**src/rtl/sram_bridge_pkg.sv**
```systemverilog
package sram_bridge_pkg;

  typedef enum logic [2:0] {
    ST_BOOT,
    ST_IDLE,
    ST_TURN,
    ST_WRITE,
    ST_WREC,
    ST_READ,
    ST_DONE
  } sb_state_e;

  // whole cycles covering a time, never less than one
  function automatic int ns_to_cyc(input int ns, input int period);
    int c;
    c = (ns + period - 1) / period;
    if (c < 1) c = 1;
    return c;
  endfunction

  function automatic int max2(input int a, input int b);
    return (a > b) ? a : b;
  endfunction

endpackage

```
**src/rtl/sb_phase_timer.sv**
```systemverilog
module sb_phase_timer #(
  parameter int CW = 4
) (
  input  logic          clk,
  input  logic          rst,
  input  logic          load,
  input  logic [CW-1:0] len,
  output logic          last
);
  logic [CW-1:0] cnt;

  always_ff @(posedge clk) begin
    if (rst) begin
      cnt <= '0;
    end else if (load) begin
      cnt <= len - CW'(1);
    end else if (cnt != '0) begin
      cnt <= cnt - CW'(1);
    end
  end

  assign last = (cnt == '0);
endmodule

```
**src/rtl/sb_boot_hold.sv**
```systemverilog
module sb_boot_hold #(
  parameter int CYC = 16
) (
  input  logic clk,
  input  logic rst,
  output logic ok
);
  localparam int CW = $clog2(CYC + 1);
  logic [CW-1:0] cnt;

  always_ff @(posedge clk) begin
    if (rst) begin
      cnt <= '0;
      ok  <= 1'b0;
    end else if (!ok) begin
      if (cnt == CW'(CYC - 1)) ok <= 1'b1;
      else                     cnt <= cnt + CW'(1);
    end
  end
endmodule

```
**src/rtl/sb_lane_capture.sv**
```systemverilog
module sb_lane_capture #(
  parameter int LANES = 2,
  parameter int LW    = 8
) (
  input  logic                clk,
  input  logic                rst,
  input  logic                capture,
  input  logic [LANES-1:0]    lane_en,
  input  logic [LANES*LW-1:0] din,
  output logic [LANES*LW-1:0] dout
);
  for (genvar g = 0; g < LANES; g++) begin : g_lane
    logic [LW-1:0] q;
    always_ff @(posedge clk) begin
      if (rst)          q <= '0;
      else if (capture) q <= lane_en[g] ? din[g*LW +: LW] : '0;
    end
    assign dout[g*LW +: LW] = q;
  end
endmodule

```
**src/rtl/sram_bridge.sv**
```systemverilog
module sram_bridge
  import sram_bridge_pkg::*;
#(
  parameter int AW         = 18,
  parameter int DW         = 16,
  parameter int CLK_NS     = 20,
  parameter int T_RC_NS    = 45,
  parameter int T_DOE_NS   = 25,
  parameter int T_WC_NS    = 45,
  parameter int T_PWE_NS   = 35,
  parameter int T_SD_NS    = 25,
  parameter int T_HZ_NS    = 15,
  parameter int T_PWRUP_NS = 200000
) (
  input  logic               clk,
  input  logic               rst,
  input  logic               host_req,
  input  logic               host_wr,
  input  logic [AW-1:0]      host_addr,
  input  logic [DW-1:0]      host_wdata,
  input  logic [DW/8-1:0]    host_mask,
  output logic               host_ready,
  output logic               host_done,
  output logic [DW-1:0]      host_rdata,
  output logic [AW-1:0]      mem_addr,
  output logic               mem_cs_n,
  output logic               mem_we_n,
  output logic               mem_oe_n,
  output logic [DW/8-1:0]    mem_be_n,
  output logic [DW-1:0]      mem_dq_out,
  input  logic [DW-1:0]      mem_dq_in,
  output logic               mem_dq_oe
);
  localparam int LANES   = DW / 8;
  localparam int RD_CYC  = max2(ns_to_cyc(T_RC_NS, CLK_NS), ns_to_cyc(T_DOE_NS, CLK_NS));
  localparam int WR_CYC  = max2(ns_to_cyc(T_PWE_NS, CLK_NS), ns_to_cyc(T_SD_NS, CLK_NS));
  localparam int WC_CYC  = ns_to_cyc(T_WC_NS, CLK_NS);
  localparam int REC_CYC = (WC_CYC > WR_CYC) ? (WC_CYC - WR_CYC) : 1;
  localparam int TA_CYC  = ns_to_cyc(T_HZ_NS, CLK_NS);
  localparam int PWR_CYC = ns_to_cyc(T_PWRUP_NS, CLK_NS);
  localparam int TCW     = $clog2(RD_CYC + WR_CYC + REC_CYC + TA_CYC + 1);

  sb_state_e        state, nxt;
  logic             boot_ok;
  logic             tim_load, tim_last;
  logic [TCW-1:0]   tim_len;
  logic             accept, after_rd, capture;
  logic [LANES-1:0] mask_q, mask_sel;

  sb_boot_hold #(.CYC(PWR_CYC)) i_boot (
    .clk(clk), .rst(rst), .ok(boot_ok)
  );

  sb_phase_timer #(.CW(TCW)) i_timer (
    .clk(clk), .rst(rst), .load(tim_load), .len(tim_len), .last(tim_last)
  );

  sb_lane_capture #(.LANES(LANES), .LW(8)) i_rcap (
    .clk(clk), .rst(rst), .capture(capture), .lane_en(mask_q),
    .din(mem_dq_in), .dout(host_rdata)
  );

  assign accept   = (state == ST_IDLE) && host_req && host_ready;
  assign capture  = (state == ST_READ) && tim_last;
  assign mask_sel = accept ? host_mask : mask_q;

  always_comb begin
    nxt      = state;
    tim_load = 1'b0;
    tim_len  = '0;
    unique case (state)
      ST_BOOT: if (boot_ok) nxt = ST_IDLE;
      ST_IDLE: begin
        if (accept) begin
          tim_load = 1'b1;
          if (!host_wr) begin
            nxt     = ST_READ;
            tim_len = TCW'(RD_CYC);
          end else if (after_rd) begin
            nxt     = ST_TURN;
            tim_len = TCW'(TA_CYC);
          end else begin
            nxt     = ST_WRITE;
            tim_len = TCW'(WR_CYC);
          end
        end
      end
      ST_TURN: if (tim_last) begin
        nxt      = ST_WRITE;
        tim_load = 1'b1;
        tim_len  = TCW'(WR_CYC);
      end
      ST_WRITE: if (tim_last) begin
        nxt      = ST_WREC;
        tim_load = 1'b1;
        tim_len  = TCW'(REC_CYC);
      end
      ST_WREC: if (tim_last) nxt = ST_DONE;
      ST_READ: if (tim_last) nxt = ST_DONE;
      ST_DONE: nxt = ST_IDLE;
      default: nxt = ST_BOOT;
    endcase
  end

  always_ff @(posedge clk) begin
    if (rst) begin
      state      <= ST_BOOT;
      mem_cs_n   <= 1'b1;
      mem_we_n   <= 1'b1;
      mem_oe_n   <= 1'b1;
      mem_be_n   <= '1;
      mem_dq_oe  <= 1'b0;
      mem_addr   <= '0;
      mem_dq_out <= '0;
      mask_q     <= '0;
      after_rd   <= 1'b0;
      host_ready <= 1'b0;
      host_done  <= 1'b0;
    end else begin
      state      <= nxt;
      mem_cs_n   <= !(nxt == ST_WRITE || nxt == ST_WREC || nxt == ST_READ);
      mem_we_n   <= (nxt != ST_WRITE);
      mem_oe_n   <= (nxt != ST_READ);
      mem_dq_oe  <= (nxt == ST_WRITE);
      host_ready <= (nxt == ST_IDLE);
      host_done  <= (nxt == ST_DONE);
      if (nxt == ST_WRITE || nxt == ST_WREC || nxt == ST_READ) mem_be_n <= ~mask_sel;
      else                                                     mem_be_n <= '1;
      if (accept) begin
        mem_addr   <= host_addr;
        mem_dq_out <= host_wdata;
        mask_q     <= host_mask;
      end
      if (capture)              after_rd <= 1'b1;
      else if (nxt == ST_WRITE) after_rd <= 1'b0;
    end
  end
endmodule

```
**config.mk**
```make
export PLATFORM = sky130hd
export DESIGN_NAME = sram_bridge
export DESIGN_NICKNAME = d
export VERILOG_FILES = /design/src/rtl/sram_bridge_pkg.sv /design/src/rtl/sb_phase_timer.sv /design/src/rtl/sb_boot_hold.sv /design/src/rtl/sb_lane_capture.sv /design/src/rtl/sram_bridge.sv
export SDC_FILE = /design/constraint.sdc
export NUM_CORES = 1
export LEC_CHECK = 0
export ABC_AREA = 1
export BUFFER_PORTS_ARGS = -buffer_cell sky130_fd_sc_hd__buf_2
export CORE_UTILIZATION = 40
export CTS_CLUSTER_SIZE = 28
export DETAILED_ROUTE_END_ITERATION = 10
export PLACE_DENSITY = 0.66
export REMOVE_ABC_BUFFERS = 1
export SYNTH_ARGS = -nofsm -noshare
export SYNTH_HDL_FRONTEND = slang
export SYNTH_SLANG_ARGS = --single-unit
```
**constraint.sdc**
```tcl
create_clock -name clk -period 1.9 [get_ports clk]
set_input_delay 0.19 -clock clk [delete_from_list [all_inputs] [get_ports clk]]
set_output_delay 0.19 -clock clk [all_outputs]
set_load 0.02 [all_outputs]
```
======== After elaboration in Yosys (flattened, before gate mapping) ========
Cells that the tools add are included.
cells by class
  bitwise logic cells ..................... 4
  shift-type cells ........................ 0
  reductions and logical operators ........ 15
  multiply operators ...................... 0
  add/sub/neg operators ................... 3
  $lt $le $gt $ge ......................... 0
  divide/modulo/power cells ............... 0
  mux-type cells .......................... 26
  eq/ne operators ......................... 14
operator list
  cell                   count
  $mux 3                 8
  $eq 3x3->1 const B     6
  $pmux 3 s6             1
  $mux 8                 2
  $add 14x1->14 const B  1
  $eq 14x14->1 const B   1
  $mux 2                 5
  $eq 3x2->1 const B     3
  $mux 1                 8
  $eq 3x1->1 const B     2
  $logic_not 3->1        2
  $pmux 2 s3             1
  $reduce_or 2->1        3
  $reduce_bool 2->1      2
  $logic_and 1x1->1      3
  $ne 3x2->1 const B     1
  $ne 3x3->1 const B     1
  $not 1->1              3
  $reduce_bool 3->1      1
  $sub 2x1->3 const B    1
  $sub 3x1->3 const B    1
  $logic_or 1x1->1       2
  $not 2->2              1
  $pmux 1 s2             1
  2 further kinds        2
word-level totals
  bits in registers ....................... 82
  latch bits .............................. 0
  bits in writable memories ............... 0
  memories kept ........................... 0
  ROM bits ................................ 0
  logic and storage cells ................. 79
  output and inout bits ................... 58

======== Logic depth before layout (Yosys ltp) ========
  depth after elaboration ................. 10
  depth in mapped cells ................... 11
  mapped depth without buffers ............ 11

======== By module ========
A second synthesis with hierarchy kept.
second synthesis, totals
  cell total of the unflattened synthesis .. 453
  area total of the unflattened synthesis .. 3,482.1 um2
modules (own cells, without submodules)
  module           cells each  instances  area an instance (um2)
  sram_bridge      236         1          1,844.3
  sb_boot_hold     120         1          794.5
  sb_lane_capture  72          1          674.4
  sb_phase_timer   25          1          168.9

======== Worst setup path after synthesis ========
OpenSTA, ideal clock, no wires.
  path kind ............................... register -> register
  from .................................... register host_ready
  to ...................................... register i_timer.cnt[2]
  arrival time ............................ 1.506 ns
  cell stages (with the launch flop) ...... 11
  slack ................................... 0.324 ns
  buffers on the path ..................... 1
  required time ........................... 1.830 ns
  cell sequence ........................... dfxtp_1 nand2_1 nor2_4 buf_2 o21ai_1 nand3_1 o21ai_2 ha_1 inv_1 nand2_1 a21oi_1
between the ends
  word-level cells in the longest chain between the ends .. 5
  elaborated cells between the ends (all ways) .. 8
  classes of those cells .................. 1 x add/sub; 5 x mux; 2 x reduce/logical
ends and longest elaborated chain
  item                    RTL line              text
  from (decl)             sram_bridge.sv:22     output logic host_ready,
  from (signal assigned)  sram_bridge.sv:125    host_ready <= (nxt == ST_IDLE);
  $logic_and 1x1->1 *     sram_bridge.sv:63     assign accept = (state == ST_IDLE) && host_req && host_ready;
  $mux 2                  sram_bridge.sv:74     if (accept) begin
  $pmux 2 s3              sram_bridge.sv:71     unique case (state)
  $sub 2x1->3             sb_phase_timer.sv:16  cnt <= len - CW'(1);
  $mux 3                  sb_phase_timer.sv:15  end else if (load) begin
  to (signal assigned)    sb_phase_timer.sv:16
  to (signal assigned)    sb_phase_timer.sv:18  cnt <= cnt - CW'(1);
  to (decl)               sb_phase_timer.sv:10  logic [CW-1:0] cnt;
Mark *: on every way between the ends. The rest lies on a longest branch, timed or not.
A chain may end at the register's enable or synchronous reset.

======== Worst setup path in the final report ========
  from .................................... register i_boot.cnt[0]
  to ...................................... register i_boot.cnt[9]
between the ends
  word-level cells in the longest chain between the ends .. 3
  elaborated cells between the ends (all ways) .. 4
  classes of those cells .................. 1 x add/sub; 1 x eq/ne; 1 x bitwise; 1 x reduce/logical
ends and longest elaborated chain
  item                                                                   RTL line            text
  from (decl)                                                            sb_boot_hold.sv:9   logic [CW-1:0] cnt;
  from (signal assigned)                                                 sb_boot_hold.sv:17  else cnt <= cnt + CW'(1);
  parallel branches: the longest is 3 deep, another holds $add 14x1->14  -
Parallel ways; which one is timed is not known.

==> results.ini <==
[status]
status = finished clean

[die]
start_util_pct = 41.4
die_area_sq_um = 8870
die_x_microns = 94.2
core_sq_um = 8220
rows = 33
io_pins = 114
fp.dieH_microns = 94.2

[setup_path]
worstPathMaxFanout = 10
cpMostUsedCell = nand2_1
crit_arrival_ns = 1.93
critPathMaxStageDelay_ns = 0.44
cp_data_required_time_ns = 2.17
cp-end-kind = register
start_kind = register
reg2regPathDepth = 8
crit_chain = ha_1 -> nand3_1 -> nor2_1 -> nand2_1 -> nand2_2 -> buf_4 -> nand2_1 -> a21oi_1
cp_slowest_cell = dfxtp_1
worstSetupPathType = reg2reg

[final_layout]
final_cell_mix = buf_2, nor2_1, dfxtp_1, nand2_1, o21ai_1
drive_gt1_share_pct = 30.0
layout_commonest_cell = buf_2
fin_util_pct = 51.5
final_cells = 662
nNetsFinal = 610
n_antenna_cell = 0
area_growth_pct = 24.4

[synth]
synth-async-reset-ratio_pct = 0
synth_area_sq_um = 3400
synth-main-ff-cell = dfxtp_1
synth_cells = 443
synth_largest_area_cell = dfxtp_1
synth_warnings = 0
synth_top_area_share_pct = 48.3
synth_seq_area_share_pct = 48.3
ys_ff_latch = 82
avgSynthCellArea_sq_um = 7.67
ys_types = 32
synth_edf_count = 0
synth_area_leaders = dfxtp_1, nor2_1, nand2_1

[drt]
routed_wl_microns = 7670
vias_per_cell = 4.74
via_count = 3138
post_drt_wl_per_cell_microns = 11.6
first_pass_iters = 4
drt_iter0_drc = 111
drtAntennaViolNets = 0
drc = 0

[timing]
hold_viol_final = 0
timing.final.ws_setup_ns = 0.236
max_slew.worst_pin.slew_ns = 0.391
hold_ws_ns = 0.0677
skew_ns = 0.00860
fmax_mhz = 601
fin_crit_ns = 1.66
rsz0062_at_grt = false
setup_violations = 0
max_slew_margin_pct = 73.9
drv_slew = 0
fin_crit_sh_pct = 87.6

[worst_hold_path]
whs_path_depth = 3
hold_path_class = in2reg

[power_and_ir_drop]
power.density_nw_per_um2 = 789
p_sw_share_pct = 23.2
power.switching_mw = 0.773
ir_drop_mv = 0.440
p_int_mw = 2.56
p_seq_share_pct = 53.0
p_total_mw = 3.34
clock_power_share_pct = 39.8
leakage_nw = 2.00
combPwrFrac_pct = 7.2

[global_route]
gr-usage-all-layers_pct = 18.3
grt_pass1_wl_microns = 12900
grt_antenna_before_repair = 0
grt_pass1_vias = 2907
grt_max_degree = 37
gr-total-overflow = 0

[clock_tree]
post-cts-setup-buffers = 0
cts_sinks = 82
clock_latency_ns = 0.34
cts_max_path_buffers = 2
cts_root_buf = clkbuf_8
htree_levels = 3
clk_pin_slew_ns = 0.08
cts_hold_buf = 0
post_cts_resized = 0
cts_tree = done
cts_buffers = 9

[placement]
dp_hpwl_microns = 5490
place_inst = 646
numPortBuffers = 113
place_congestion = 0.876
place_ws_ns = 0.249

[run]
maxCapViolCount = 0

==> power by group through the flow <==
stage	combinational (mW)	clock, mW	sequential (mW)
3_3_place_gp	0.239	0	1.81
3_5_place_dp	0.245	0	1.81
6_report	0.242	1.33	1.77
2_1_floorplan	0.146	0	1.80
4_1_cts	0.244	1.36	1.77
5_1_grt	0.273	1.43	1.77
==> metrics by stage <==
stage                     setup TNS [ns]  area (sq um)
after floorplan                   -0.602          3270
after global placement                 0          4010
after detailed placement               0          4010
after CTS                              0          4230
after global routing                   0          4230
final                                  0          4230
==> flip-flops by register name, summed over array words and instances (netlist names), 2 cells and up <==
signal and count:
mem_addr 18, i_rcap.g_lane.q 16, mem_dq_out 16, i_boot.cnt 14, i_timer.cnt 3, state 3
mask_q 2, mem_be_n 2
==> cell usage after synthesis (3+ instances only) <==
cell type and count:
buf_6 4, nand2_1 75, o21ai_0 6, nor2_1 91, nor3_1 3, xor2_1 9, buf_2 6, nor2_2 5
xnor2_1 3, inv_2 9, nand3_1 27, nand2_2 4, buf_4 3, a21oi_2 3, inv_1 21, dfxtp_1 82
a21oi_1 30, o21ai_1 35, nand3_2 3, clkbuf_1 7
==> metal layers <==
layer  GRT usage, %  share of wire, %
met1           21.8                46
met2           30.9                47
met3           6.39               6.2
met4           5.00              0.87
met5              0                 0
==> worst paths after layout <==
kind                    startpoint                    end  slack [ns]
min                 host_wdata[11]         mem_dq_out[11]        0.07
max                  i_boot.cnt[0]          i_boot.cnt[9]        0.24
max reg2reg          i_boot.cnt[0]          i_boot.cnt[9]        0.24
min reg2reg  i_rcap.g_lane[1].q[1]  i_rcap.g_lane[1].q[1]        0.46
==> kinds of logic after synthesis <==
| logic type | Yosys count | synth area share, % |
|---|---|---|
| AND/OR/NAND/NOR | 221 | 29.3 |
| flip-flops | 82 | 48.3 |
| AO/OA/AOI/OAI | 75 | 11.5 |
| buffers and inverters | 51 | 7.07 |
| XOR/XNOR | 12 | 3.09 |
| adder cells (fa/ha/maj) | 2 | 0.736 |
==> layout make-up <==
class / count / area, sq um
fill: 781 / 3990
sequential: 82 / 1640
multi-input combinational: 310 / 1520
timing repair buffer: 119 / 611
clock buffer: 13 / 169
tap: 105 / 131
inverter: 30 / 113
clock inverter: 3 / 46.3
==> worst max-delay path: cells and delay by family, from the launching register on <==
family          cells  cell delay [ns]
buf+inv             1             0.19
compound gates      1             0.14
simple gates        5             0.57
fa+ha+maj           1             0.27
flops               1             0.44
Note: power is estimated with default switching activity, not from simulation.
